## src/rtl/cfg_loader_pkg.sv

```systemverilog
package cfg_loader_pkg;

  typedef enum logic [1:0] {
    TW_START = 2'd0,
    TW_STOP  = 2'd1,
    TW_BYTE  = 2'd2
  } tw_op_e;

  localparam logic [7:0] DEV_WRITE = 8'hA0;
  localparam logic [7:0] DEV_READ  = 8'hA1;
  localparam logic [7:0] REC_SIG   = 8'h58;
  localparam int         REC_LEN   = 8;

  typedef struct packed {
    logic [15:0] vid;
    logic [15:0] pid;
    logic [7:0]  attr;
    logic [7:0]  maxpwr;
    logic        rwake;
    logic        buspwr;
    logic        rom_used;
  } cfg_t;

endpackage

```

## src/rtl/tw_engine.sv

```systemverilog
module tw_engine
  import cfg_loader_pkg::*;
#(
  parameter int QTR_DIV = 4
) (
  input  logic       clk,
  input  logic       rst,
  input  logic       go,
  input  tw_op_e     op,
  input  logic       is_read,
  input  logic [7:0] wr_byte,
  input  logic       rd_nack,
  input  logic       sda_in,
  output logic       busy,
  output logic       done,
  output logic [7:0] rx_byte,
  output logic       ack_ok,
  output logic       scl_low,
  output logic       sda_low
);

  localparam int CW = (QTR_DIV > 1) ? $clog2(QTR_DIV) : 1;

  tw_op_e      op_q;
  logic [CW-1:0] cnt;
  logic [1:0]  phase;
  logic [3:0]  bitc;
  logic [8:0]  tx_sh;
  logic [8:0]  rx_sh;

  assign rx_byte = rx_sh[8:1];
  assign ack_ok  = ~rx_sh[0];

  always_ff @(posedge clk) begin
    if (rst) begin
      op_q    <= TW_START;
      cnt     <= '0;
      phase   <= '0;
      bitc    <= '0;
      tx_sh   <= '1;
      rx_sh   <= '1;
      busy    <= 1'b0;
      done    <= 1'b0;
      scl_low <= 1'b0;
      sda_low <= 1'b0;
    end else begin
      done <= 1'b0;
      if (!busy) begin
        if (go) begin
          busy  <= 1'b1;
          op_q  <= op;
          cnt   <= '0;
          phase <= '0;
          bitc  <= '0;
          tx_sh <= is_read ? {8'hFF, rd_nack} : {wr_byte, 1'b1};
        end
      end else if (cnt != CW'(QTR_DIV - 1)) begin
        cnt <= cnt + 1'b1;
      end else begin
        cnt   <= '0;
        phase <= phase + 2'd1;
        unique case (op_q)
          TW_START: begin
            unique case (phase)
              2'd0: sda_low <= 1'b0;
              2'd1: scl_low <= 1'b0;
              2'd2: sda_low <= 1'b1;
              default: begin
                scl_low <= 1'b1;
                busy    <= 1'b0;
                done    <= 1'b1;
              end
            endcase
          end
          TW_STOP: begin
            unique case (phase)
              2'd0: sda_low <= 1'b1;
              2'd1: scl_low <= 1'b0;
              2'd2: sda_low <= 1'b0;
              default: begin
                busy <= 1'b0;
                done <= 1'b1;
              end
            endcase
          end
          default: begin
            unique case (phase)
              2'd0: sda_low <= ~tx_sh[8];
              2'd1: scl_low <= 1'b0;
              2'd2: rx_sh   <= {rx_sh[7:0], sda_in};
              default: begin
                scl_low <= 1'b1;
                tx_sh   <= {tx_sh[7:0], 1'b1};
                bitc    <= bitc + 4'd1;
                if (bitc == 4'd8) begin
                  busy <= 1'b0;
                  done <= 1'b1;
                end
              end
            endcase
          end
        endcase
      end
    end
  end


  cmd_idle_chk: assert property (@(posedge clk) disable iff (rst)
    go |-> !busy);


  sda_stable_chk: assert property (@(posedge clk) disable iff (rst)
    (busy && op_q == TW_BYTE && !scl_low && $past(!scl_low)) |-> $stable(sda_low));

endmodule

```

## src/rtl/cfg_resolve.sv

```systemverilog
module cfg_resolve
  import cfg_loader_pkg::*;
#(
  parameter logic [15:0] DEF_VID    = 16'h04E2,
  parameter logic [15:0] DEF_PID    = 16'h1410,
  parameter logic [7:0]  DEF_MAXPWR = 8'h32
) (
  input  logic       rom_ok,
  input  logic [7:0] b0,
  input  logic [7:0] b1,
  input  logic [7:0] b2,
  input  logic [7:0] b3,
  input  logic [7:0] b4,
  input  logic [7:0] b5,
  input  logic [7:0] sig,
  input  logic       sda_strap,
  input  logic       scl_strap,
  output cfg_t       cfg
);

  logic use_rom;
  logic def_wake;
  logic def_bus;

  assign use_rom  = rom_ok && (sig == REC_SIG);
  assign def_wake = ~sda_strap;
  assign def_bus  = ~scl_strap;

  always_comb begin
    if (use_rom) begin
      cfg.vid      = {b1, b0};
      cfg.pid      = {b3, b2};
      cfg.attr     = b4;
      cfg.maxpwr   = b5;
      cfg.rwake    = b4[5];
      cfg.buspwr   = ~b4[6];
      cfg.rom_used = 1'b1;
    end else begin
      cfg.vid      = DEF_VID;
      cfg.pid      = DEF_PID;
      cfg.attr     = {1'b1, ~def_bus, def_wake, 5'b0};
      cfg.maxpwr   = DEF_MAXPWR;
      cfg.rwake    = def_wake;
      cfg.buspwr   = def_bus;
      cfg.rom_used = 1'b0;
    end
  end

endmodule

```

## src/rtl/cfg_loader.sv

```systemverilog
module cfg_loader
  import cfg_loader_pkg::*;
#(
  parameter int          QTR_DIV    = 4,
  parameter logic [15:0] DEF_VID    = 16'h04E2,
  parameter logic [15:0] DEF_PID    = 16'h1410,
  parameter logic [7:0]  DEF_MAXPWR = 8'h32
) (
  input  logic        clk,
  input  logic        rst,
  input  logic        scl_i,
  input  logic        sda_i,
  input  logic        lowpwr_i,
  output logic        scl_oe_o,
  output logic        sda_oe_o,
  output logic [15:0] vid_o,
  output logic [15:0] pid_o,
  output logic [7:0]  attr_o,
  output logic [7:0]  maxpwr_o,
  output logic        rwake_o,
  output logic        buspwr_o,
  output logic        susp_pol_o,
  output logic        rom_used_o,
  output logic        done_o
);

  localparam logic [3:0] STEP_RD0  = 4'd5;
  localparam logic [3:0] STEP_RDN  = STEP_RD0 + 4'(REC_LEN - 1);
  localparam logic [3:0] STEP_STOP = STEP_RDN + 4'd1;

  typedef enum logic [2:0] {S_SAMPLE, S_ISSUE, S_WAIT, S_DECIDE, S_DONE} st_e;

  st_e        state_q;
  logic [3:0] step_q;
  logic       sda_s_q, scl_s_q, pol_q;
  logic       use_bus_q, nack_q;
  logic [7:0] rec_q [REC_LEN];

  tw_op_e     eng_op;
  logic       eng_go, eng_rd, eng_nack;
  logic [7:0] eng_wr;
  logic       eng_busy, eng_done, eng_ack;
  logic [7:0] eng_rx;
  logic       scl_low, sda_low;
  cfg_t       cfg_next;

  always_comb begin
    eng_go   = (state_q == S_ISSUE);
    eng_rd   = (step_q >= STEP_RD0) && (step_q <= STEP_RDN);
    eng_nack = (step_q == STEP_RDN);
    if (step_q == 4'd0 || step_q == 4'd3)  eng_op = TW_START;
    else if (step_q == STEP_STOP)          eng_op = TW_STOP;
    else                                   eng_op = TW_BYTE;
    if (step_q == 4'd1)      eng_wr = DEV_WRITE;
    else if (step_q == 4'd4) eng_wr = DEV_READ;
    else                     eng_wr = 8'h00;
  end

  tw_engine #(.QTR_DIV(QTR_DIV)) u_eng (
    .clk(clk), .rst(rst), .go(eng_go), .op(eng_op), .is_read(eng_rd),
    .wr_byte(eng_wr), .rd_nack(eng_nack), .sda_in(sda_i),
    .busy(eng_busy), .done(eng_done), .rx_byte(eng_rx), .ack_ok(eng_ack),
    .scl_low(scl_low), .sda_low(sda_low)
  );

  assign scl_oe_o = scl_low;
  assign sda_oe_o = sda_low;

  cfg_resolve #(.DEF_VID(DEF_VID), .DEF_PID(DEF_PID), .DEF_MAXPWR(DEF_MAXPWR)) u_res (
    .rom_ok(use_bus_q && !nack_q),
    .b0(rec_q[0]), .b1(rec_q[1]), .b2(rec_q[2]), .b3(rec_q[3]),
    .b4(rec_q[4]), .b5(rec_q[5]), .sig(rec_q[REC_LEN-1]),
    .sda_strap(sda_s_q), .scl_strap(scl_s_q), .cfg(cfg_next)
  );

  always_ff @(posedge clk) begin
    if (rst) begin
      state_q   <= S_SAMPLE;
      step_q    <= '0;
      sda_s_q   <= 1'b1;
      scl_s_q   <= 1'b1;
      pol_q     <= 1'b0;
      use_bus_q <= 1'b0;
      nack_q    <= 1'b0;
      for (int i = 0; i < REC_LEN; i++) rec_q[i] <= '0;
    end else begin
      unique case (state_q)
        S_SAMPLE: begin
          sda_s_q   <= sda_i;
          scl_s_q   <= scl_i;
          pol_q     <= lowpwr_i;
          use_bus_q <= sda_i & scl_i;
          state_q   <= (sda_i & scl_i) ? S_ISSUE : S_DECIDE;
        end
        S_ISSUE: state_q <= S_WAIT;
        S_WAIT: if (eng_done) begin
          if (step_q == STEP_STOP) begin
            state_q <= S_DECIDE;
          end else if ((step_q == 4'd1 || step_q == 4'd2 || step_q == 4'd4) && !eng_ack) begin
            nack_q  <= 1'b1;
            step_q  <= STEP_STOP;
            state_q <= S_ISSUE;
          end else begin
            if (eng_rd) rec_q[3'(step_q - STEP_RD0)] <= eng_rx;
            step_q  <= step_q + 4'd1;
            state_q <= S_ISSUE;
          end
        end
        S_DECIDE: state_q <= S_DONE;
        default:  state_q <= S_DONE;
      endcase
    end
  end

  always_ff @(posedge clk) begin
    if (rst) begin
      vid_o      <= '0;
      pid_o      <= '0;
      attr_o     <= '0;
      maxpwr_o   <= '0;
      rwake_o    <= 1'b0;
      buspwr_o   <= 1'b0;
      susp_pol_o <= 1'b0;
      rom_used_o <= 1'b0;
      done_o     <= 1'b0;
    end else begin
      done_o <= (state_q == S_DECIDE);
      if (state_q == S_DECIDE) begin
        vid_o      <= cfg_next.vid;
        pid_o      <= cfg_next.pid;
        attr_o     <= cfg_next.attr;
        maxpwr_o   <= cfg_next.maxpwr;
        rwake_o    <= cfg_next.rwake;
        buspwr_o   <= cfg_next.buspwr;
        susp_pol_o <= pol_q;
        rom_used_o <= cfg_next.rom_used;
      end
    end
  end


  done_pulse_chk: assert property (@(posedge clk) disable iff (rst)
    done_o |=> !done_o);


  cfg_hold_chk: assert property (@(posedge clk) disable iff (rst)
    (state_q == S_DONE) |=> $stable({vid_o, pid_o, attr_o, maxpwr_o, rwake_o,
                                      buspwr_o, susp_pol_o, rom_used_o}));


  strap_quiet_chk: assert property (@(posedge clk) disable iff (rst)
    !use_bus_q |-> (!scl_oe_o && !sda_oe_o));


  default_id_chk: assert property (@(posedge clk) disable iff (rst)
    (done_o && !rom_used_o) |-> (vid_o == DEF_VID && pid_o == DEF_PID && maxpwr_o == DEF_MAXPWR));


  attr_power_chk: assert property (@(posedge clk) disable iff (rst)
    done_o |-> (rwake_o == attr_o[5] && buspwr_o == !attr_o[6]));

endmodule

```

## config.mk

```make
export PLATFORM = sky130hd
export DESIGN_NAME = cfg_loader
export DESIGN_NICKNAME = d
export VERILOG_FILES = /design/src/rtl/cfg_loader_pkg.sv /design/src/rtl/tw_engine.sv /design/src/rtl/cfg_resolve.sv /design/src/rtl/cfg_loader.sv
export SDC_FILE = /design/constraint.sdc
export NUM_CORES = 1
export LEC_CHECK = 0
export BUFFER_PORTS_ARGS = -buffer_cell sky130_fd_sc_hd__buf_2
export CORE_AREA = 2 2 185 151
export CTS_CLUSTER_DIAMETER = 120
export DETAILED_ROUTE_END_ITERATION = 10
export DIE_AREA = 0 0 187 153
export PLACE_DENSITY = 0.48
export SYNTH_ARGS = -nofsm -noshare
export SYNTH_HDL_FRONTEND = slang
export SYNTH_HIERARCHICAL = 1
export SYNTH_SLANG_ARGS = --single-unit
```

## constraint.sdc

```tcl
create_clock -name clk -period 3.85 [get_ports clk]
set_clock_uncertainty 0.05 [all_clocks]
set_input_delay 0.1925 -clock clk [delete_from_list [all_inputs] [get_ports clk]]
set_output_delay 0.1925 -clock clk [all_outputs]
set_load 0.02 [all_outputs]
```

**Yosys cells after proc, flatten, opt, wreduce, memory -nomap -nowiden**

Memories as Yosys holds them, arrays and structs flattened.
Cells that the tools add are included.
W data, S select, Z words.

- Bits of input ports: 5
- Bits in registers: 97
- Memories kept: 1
- Output and inout port bits: 55
- Memory bits (writable): 64

Memory list:

| memory | words | width | rd ports | clocked after Yosys merged registers in | write ports | RTL line | source |
|---|---|---|---|---|---|---|---|
| rec_q | 8 | 8 | 7 | 0 | 8 | cfg_loader.sv:37 | `logic [7:0] rec_q [REC_LEN];` |

- Mux-type cells: 56
- Reductions and logical operators: 27
- Add/subtract/negate cells: 5
- Bitwise logic cells: 9
- Magnitude comparators: 2
- Equal/unequal tests: 23

Operator list:

| cell | number |
|---|---|
| $mux W9 | 6 |
| $mux W51 | 1 |
| $mux W1 | 24 |
| $mux W4 | 6 |
| $mux W8 | 3 |
| $mux W2 | 9 |
| $reduce_and A4 Y1 | 4 |
| $eq A4 B4 Y1 const B | 3 |
| $pmux W3 S3 | 1 |
| $add A4 B1 Y4 const B | 2 |
| $eq A4 B2 Y1 const B | 2 |
| $eq A8 B7 Y1 const B | 1 |
| $ne A2 B2 Y1 const B | 4 |
| $not A1 Y1 | 8 |
| $pmux W1 S2 | 4 |
| $reduce_or A8 Y1 | 1 |
| $eq A3 B2 Y1 const B | 2 |
| $mux W3 | 2 |
| $ne A2 B1 Y1 const B | 3 |
| $ne A3 B1 Y1 const B | 2 |
| $reduce_or A3 Y1 | 2 |
| $reduce_and A5 Y1 | 1 |
| $add A2 B1 Y2 const B | 2 |
| $eq A2 B1 Y1 const B | 2 |
| 19 further kinds | 27 |

**Depth between registers and ports, before layout**

Gate-level depths: netlist of the first run.

- Depth in word-level cells: 12
- Gate-level depth with buffers: 9
- Gate-level depth less buffers: 8

**By module**

Netlist of the first run, hierarchy kept.

By module, submodules not included:

| module | cells an instance | area each (um^2) | instances | sequential area each (um^2) |
|---|---|---|---|---|
| cfg_loader | 463 | 4,589.4 | 1 | 2,982.9 |
| tw_engine | 193 | 1,610.3 | 1 | 640.6 |
| cfg_resolve | 60 | 401.6 | 1 | 0.0 |

**Least setup slack after synthesis of the first run**

OpenSTA, ideal clock, no wires.

- Kind: flip-flop to flip-flop
- From: register step_q[0]
- To: memory rec_q[7][0] (enable)
- Path slack: 1,591 ps
- Cell stages (with the launch flop): 8
- Buffers on the path: 1
- Data arrival time: 1,834 ps
- Path through: dfxtp_1 > inv_1 > ha_1 > nand2b_1 > a31oi_1 > or2_2 > buf_2 > o21bai_1

RTL lines:

| element | RTL line | source |
|---|---|---|
| start: declaration | cfg_loader.sv:34 | `logic [3:0] step_q;` |
| start signal: assignment | cfg_loader.sv:105 | `step_q <= step_q + 4'd1;` |
| end: declaration | cfg_loader.sv:37 |  |

==> results by group, run 1 <==
Synthesis
  – Largest family of logic cells by synthesized area: simple AND/OR/NAND/NOR gates
  – Synth Area in Adders: 0.02085
  – Flop and latch count out of synthesis: 153
  – Number of synthesized flops with an enable pin: 56
  – Synth top area share: 0.2942
  – Post-synthesis compound-gate area fraction: 0.1046
  – Synth Area per Inst: about 9.2 µm²
  – Synth cell types: 52
  – Ys async rst share: 0
  – Dominant cell type by area after synthesis: dfxtp_1
  – Xor/xnor share of the synthesized area: 0.001327
  – Mux contribution to synthesized area: 0.007771
  – Register area share after synthesis: 0.5489
  – Main flop type after synthesis: dfxtp_1
  – Post-Syn Area: ~6600 µm²
  – Simple-gate share of the synthesized area: 0.2642
  – Ys Warns: 6
  – Post-Syn Instances: about 720
  – Top cells by area, synth: dfxtp_1, edfxtp_1, nand2_1

Pwr
  – Power Density: between 400 and 500 nW/µm²
  – Int Pwr: 2.797 mW
  – Clock Power Share: 0.467
  – Design Power: 3.677 mW
  – Combinational power share: 0.056
  – VDD IR max: between 0.2 and 0.25 mV
  – Psw: around 880 µW
  – Leakage: about 2.8 nW
  – Sw frac: 0.2393
  – Seq pwr share: 0.477

Die
  – Die W: 187 µm
  – Initial Util: 0.2461
  – Full die area: roughly 29,000 µm²
  – Placeable Area: around 27,000 µm²
  – Die height: 153 µm
  – Top Ports: 60
  – Row count: 54

Drt
  – Drt total wl: about 15,000 µm
  – Via count: 4,831
  – Vias per cell: between 4 and 5
  – 1st-pass router iterations: 5
  – Iter 0 DRT Violations: just over 300
  – Post-route ant nets: 0
  – DR WL/cell: between 10 and 15 µm
  – Drc violations: 0

Worst hold path
  – Worst hold path startpoint: sda_i
  – WHS Endpoint: sda_s_q$_SDFFE_PP1P_
  – Hold path depth: 2
  – Hold Crit Class: in -> reg

Clock network
  – Clock Pin Slew Worst Setup and Hold Paths: 0.06 ns
  – CTS sink count: 153
  – CTS tree: done
  – CTS Buf Count: 17
  – CTS Buffer Depth: 2
  – CTS Root Cell: clkbuf_16
  – CTS resizes: 0
  – CTS H-Tree Depth: 4
  – Skew-Pair Late Insertion Delay: 0.44 ns

Place
  – Place WS: about 1.2 ns
  – Port Buffers: 59
  – HPWL after DPL: 10,190 µm
  – GP Congestion: 0.7479

Critical path
  – Crit. End Element: register
  – Worst R2R End: rec_q[5][0]$_SDFFCE_PN0P_
  – R2R Path Start: step_q[0]$_SDFFE_PP0P_
  – Reg-to-reg slack, setup: 1.22 ns
  – WP data arrival: 2.64 ns
  – Worst reg2reg path depth: 6
  – Critical Path Start Type: register
  – CP Cell Sequence: inv_1, ha_1, nand2b_1, a31oi_1, or2_2, o21bai_1
  – Crit path kind: reg -> reg
  – Crit Path Max Fanout: 18
  – Crit path required time: ~3.9 ns
  – CP max-delay cell: o21bai_1
  – Largest stage delay, worst path: 0.64 ns

STA
  – Slew Viols, Final: 0
  – Hold Violations, Final: 0
  – Setup violators final: 0
  – Unrepaired setup endpoints after global routing: false
  – Final worst slack: 1.216 ns
  – Fmax: approximately 0.38 GHz
  – Slew @ Worst Pin: 1.158 ns
  – Setup_tns: 0 ns
  – Final min period: 2.634 ns
  – Slew HR: 0.2260
  – Period utilization: 0.6841

Layout
  – Commonest non-fill, non-tap cell in the layout: nand2_1
  – Fillers: 2,894
  – Ant. Diodes: 0
  – Area occupied by multi-input gates: 2659 µm²
  – Share of layout cells above drive strength 1: 0.1427
  – Most frequent cells in the layout: nand2_1, dfxtp_1, nor2_1
  – Fin nets: 767
  – Area grow syn2layout: 17.48%
  – Register Area: 3623 µm²

GRT
  – All-Layer GR Usage: 0.1140
  – Global route total overflow: 0
  – Number of global-route vias before repair: roughly 4,600
  – Initial antenna violation count: 0
  – First-pass GRT wire length: ~26,000 µm
  – Largest net degree at the start of global routing: 74

Outcome
  – Result of the run: complete, no violations

Run
  – Maxcap violations: 0
[metal layers]
metal	global-route usage	up-vias	part of all wire
met3	0.03881	6	0.056
met4	0.03401	0	0.0072
li1	-	2460	-
met1	0.1654	2269	0.52
met2	0.1581	96	0.41
met5	0	-	0
[stage by stage]
step	cells	hold slack [ns]	util	cell area [µm²]
after floorplan	720	0.2604	-	6616
after global placement	1094	0.3910	0.2654	7119
after detailed placement	1094	0.3935	0.2654	7119
after CTS	1128	0.03936	0.2891	7755
after global routing	1128	0.04575	0.2891	7755
final	1128	0.03995	0.2891	7755
[worst max path at each step]
stage	to	slack, ns	from	cells after the start
after CTS	rec_q[5][3]$_SDFFCE_PN0P_	1.19	step_q[0]$_SDFFE_PP0P_	6
after global placement	rec_q[5][3]$_SDFFCE_PN0P_	1.30	step_q[0]$_SDFFE_PP0P_	6
final	rec_q[5][0]$_SDFFCE_PN0P_	1.22	step_q[0]$_SDFFE_PP0P_	6
after detailed placement	rec_q[7][3]$_SDFFCE_PN0P_	1.20	step_q[0]$_SDFFE_PP0P_	6
after floorplan	rec_q[7][0]$_SDFFCE_PN0P_	1.59	step_q[0]$_SDFFE_PP0P_	7
after global routing	rec_q[5][4]$_SDFFCE_PN0P_	0.95	step_q[0]$_SDFFE_PP0P_	6
[Yosys cell counts (2+ instances only)]
cell,n
a211o_1,10
a211oi_1,2
a21oi_1,63
a31oi_1,2
and2_1,37
and3_1,12
and4_1,3
buf_2,10
buf_4,14
buf_6,3
clkbuf_1,24
clkbuf_2,2
dfxtp_1,97
edfxtp_1,56
ha_1,11
inv_1,13
mux2i_1,4
nand2_1,158
nand2b_1,19
nand3_1,14
nand4_4,2
nor2_1,83
nor2b_1,7
nor3_1,9
nor3b_1,4
nor4_4,2
o211ai_1,4
o21ai_0,8
o21ai_1,10
o21bai_1,7
o31ai_1,2
or2_2,3
or3_1,2
[kinds of logic (layout without fill, tap and decap cells)]
logic type      Yosys count  in the layout
simple gates            362            362
flops                   153            153
compound gates          116            116
buf+inv                  67            111
fa+ha+maj                11             11
mux                       5              5
other cells               1              5
xor+xnor                  1              1
[final cells by class]
| class | instances | area share |
|---|---|---|
| Sequential cell | 153 | 0.4672 |
| Multi-Input combinational cell | 500 | 0.3429 |
| Clock buffer | 23 | 0.07002 |
| Tap cell | 364 | 0.05873 |
| Timing Repair Buffer | 66 | 0.04550 |
| Clock inverter | 9 | 0.009358 |
| Inverter | 13 | 0.006292 |
[worst max-delay path: cells and delay by family, from the launching register on]
family | cells | cell delay (ns)
adders and majority gates | 1 | 0.28
DFF | 1 | 0.39
AOI/OAI and AO/OA | 2 | 0.75
buffers and inverters | 1 | 0.14
and+or+nand+nor | 2 | 0.65
[power by group through the flow]
stage | registers, mW | clock network [mW] | logic, mW
global route | 1.76 | 1.83 | 0.231
CTS | 1.76 | 1.76 | 0.210
detailed placement | 1.79 | 0 | 0.207
floorplan | 1.80 | 0 | 0.141
finish | 1.76 | 1.72 | 0.205
global placement | 1.79 | 0 | 0.205
[what timing repair did]
action | in CTS | in global routing
hold buffers | 2 | 0
endpoints found under the setup margin | 0 | 0
hold endpoints to repair | 3 | 0
setup buffers | 0 | 0
[registers in the layout, summed over array words and instances (netlist names), 4 cells and up]
register,count
attr_o,8
maxpwr_o,8
pid_o,16
rec_q,56
step_q,4
u_eng/bitc,4
u_eng/rx_sh,9
u_eng/tx_sh,9
vid_o,16
(Power assumes the default switching activity.)
==> run 2: changes to the inputs <==
Clock period 3.85 ns to 2.6 ns, I/O delays scaled along.
==> run 2 against run 1 <==
Compared with the run above:
- non-clock buffer count up 22
- combinational power is 62% higher
- total power grew 46%
- via count increased by 1.4%
- critical path depth increased by 1
- sequential share of layout area fell by 0.93 points
- count of clock-buffer cells in the layout shrank 4
- hold slack gained 0.36 ns
- clock power is 41% higher
- register-to-register slack got worse by 0.90 ns
- critical endpoint is now rec_q[7][6]$_SDFFCE_PN0P_
- largest cell class unchanged
==> results by group, run 2 (synthesized netlist as in run 1, its figures left out) <==
Outcome
  – Result of the run: complete, no violations

Clock network
  – CTS Buf Count: 17 (unchanged)
  – CTS Buffer Depth: 2 (unchanged)
  – CTS sink count: 153 (unchanged)
  – CTS Root Cell: clkbuf_16
  – Clock Pin Slew Worst Setup and Hold Paths: 0.07 ns (about the same)
  – CTS H-Tree Depth: 4 (unchanged)
  – CTS tree: done
  – Skew-Pair Late Insertion Delay: 0.43 ns (about the same)

GRT
  – Number of global-route vias before repair: 4,699 (+2.0%)
  – Global route total overflow: 0 (unchanged)
  – Initial antenna violation count: 0 (unchanged)
  – All-Layer GR Usage: 0.1123 (-0.001720)
  – First-pass GRT wire length: 25,400 µm (-0.84%)
  – Largest net degree at the start of global routing: 62 (-16%)

Critical path
  – WP data arrival: 2.42 ns (-0.22 ns)
  – Critical Path Start Type: register
  – Crit path kind: reg -> reg
  – Crit Path Max Fanout: 18 (unchanged)
  – Crit. End Element: register
  – Reg-to-reg slack, setup: 0.32 ns (-0.90 ns)
  – Crit path required time: 2.74 ns (-1.12 ns)

Drt
  – DR WL/cell: 13.37 µm (-2.0%)
  – Post-route ant nets: 0 (unchanged)
  – Iter 0 DRT Violations: 294 (-4.9%)
  – Drt total wl: 15,380 µm (-0.14%)
  – Drc violations: 0 (unchanged)
  – Via count: 4,901 (+1.4%)
  – Vias per cell: 4.262 (-0.49%)
  – 1st-pass router iterations: 4 (-1)

Pwr
  – Psw: 1.361 mW (+55%)
  – Sw frac: 0.2536 (+0.01426)
  – Seq pwr share: 0.485 (+0.008)
  – Leakage: 2.936 nW (+3.9%)
  – Clock Power Share: 0.453 (-0.014)
  – VDD IR max: 0.3864 mV (+58%)
  – Int Pwr: 4.006 mW (+43%)
  – Power Density: 678.3 nW/µm² (+43%)
  – Combinational power share: 0.062 (+0.006)

Place
  – HPWL after DPL: 10,430 µm (+2.4%)
  – Port Buffers: 59 (unchanged)
  – GP Congestion: 0.7552 (+0.98%)

STA
  – Slew Viols, Final: 0 (unchanged)
  – Slew @ Worst Pin: 0.7188 ns (-0.4394 ns)
  – Unrepaired setup endpoints after global routing: false
  – Final min period: 2.281 ns (-0.3527 ns)
  – Setup_tns: 0 ns (unchanged)
  – Fmax: 0.4384 GHz (+15%)
  – Slew HR: 0.5208 (+0.2948)
  – Period utilization: 0.8773 (+0.1932)
  – Hold Violations, Final: 0 (unchanged)
  – Setup violators final: 0 (unchanged)
  – Min Hold Slack: 0.4007 ns (+0.3607 ns)

Layout
  – Top Registers: rec_q: 56 flops, pid_o: 16 flops, vid_o: 16 flops
  – Fin nets: 789 (+2.9%)
  – Area grow syn2layout: 19.86%
  – Fillers: 2,870 (-0.83%)
  – Most frequent cells in the layout: nand2_1, dfxtp_1, nor2_1
  – Ant. Diodes: 0 (unchanged)
  – Max reg flops: 56 (unchanged)
  – Largest Register: rec_q
  – Commonest non-fill, non-tap cell in the layout: nand2_1
  – Share of layout cells above drive strength 1: 0.1641 (+0.02145)

Run
  – Maxcap violations: 0 (unchanged)

Die
  – Die height: 153 µm (unchanged)
  – Die W: 187 µm (unchanged)
  – Top Ports: 60 (unchanged)
  – Full die area: 28,610 µm² (unchanged)
  – Initial Util: 0.2461 (unchanged)
  – Row count: 54 (unchanged)
  – Placeable Area: 26,820 µm² (unchanged)

Worst hold path
  – Hold Crit Class: reg -> reg
run 2: changes by cell type in the layout (fill, tap and decap cells not counted), sizes merged:
cell | before | now
inv | 16 | 23
buf | 64 | 84
dlygate4sd3 | 2 | 4
clkbuf | 23 | 19
clkinvlp | 3 | 0
run 2: layout make-up:
cell class | count | area (µm²) | share of cell area
flip-flops and latches | 153 | 3623 | 0.4579
inverters | 13 | 48.80 | 0.006167
clock buffers | 19 | 454.2 | 0.05740
repair buffers | 88 | 548.0 | 0.06926
well taps | 364 | 455.4 | 0.05756
multi-input cells | 500 | 2659 | 0.3360
clock inverters | 13 | 123.9 | 0.01565
run 2: timing repair:
| action | CTS | global route |
|---|---|---|
| setup buffers | 0 | 0 |
| setup endpoints to repair | 0 | 0 |
| hold buffers | 4 | 0 |
| endpoints found under the hold margin | 5 | 0 |
| resized for setup | 0 | 0 |
run 2: critical path, stage by stage (launching register included):
cell	delay, ns
dfxtp_1	0.48
inv_1	0.12
ha_1	0.29
nand2b_1	0.22
a31oi_1	0.22
or2_2	0.36
o21bai_1	0.12
buf_4	0.18
run 2: metal layers:
layer	wire length, µm	up-vias	global-route usage
li1	-	2508	-
met1	8159	2308	0.1639
met2	6398	76	0.1579
met3	696	9	0.03605
met4	125	0	0.02948
met5	0	-	0
run 2: path summary, 6_finish.rpt:
path	from	end	depth (start not counted)
worst max-delay path	step_q[0]$_SDFFE_PP0P_	rec_q[7][6]$_SDFFCE_PN0P_	7
worst min-delay path	pid_o[8]$_SDFFE_PP0P_	pid_o[8]$_SDFFE_PP0P_	2
worst max register to register	step_q[0]$_SDFFE_PP0P_	rec_q[7][6]$_SDFFCE_PN0P_	7
worst min register to register	pid_o[8]$_SDFFE_PP0P_	pid_o[8]$_SDFFE_PP0P_	2
run 2: metrics by stage:
step                instances    util  power, mW  cell area (µm²)  worst slack, ns
floorplan                 720       -      2.870             6616           0.3412
global placement         1114  0.2719      2.988             7295           0.3827
detailed placement       1114  0.2719      2.990             7295           0.3380
CTS                      1150  0.2950      5.464             7913           0.3237
global route             1150  0.2950      5.617             7913          0.08854
finish                   1150  0.2950      5.367             7913           0.3189
run 2: power groups by stage:
| stage | Sequential (mW) | Clock (mW) | Combinational, mW |
|---|---|---|---|
| floorplan | 2.66 | 0 | 0.209 |
| global placement | 2.66 | 0 | 0.331 |
| detailed placement | 2.66 | 0 | 0.335 |
| CTS | 2.60 | 2.52 | 0.342 |
| global route | 2.61 | 2.63 | 0.372 |
| finish | 2.60 | 2.43 | 0.333 |
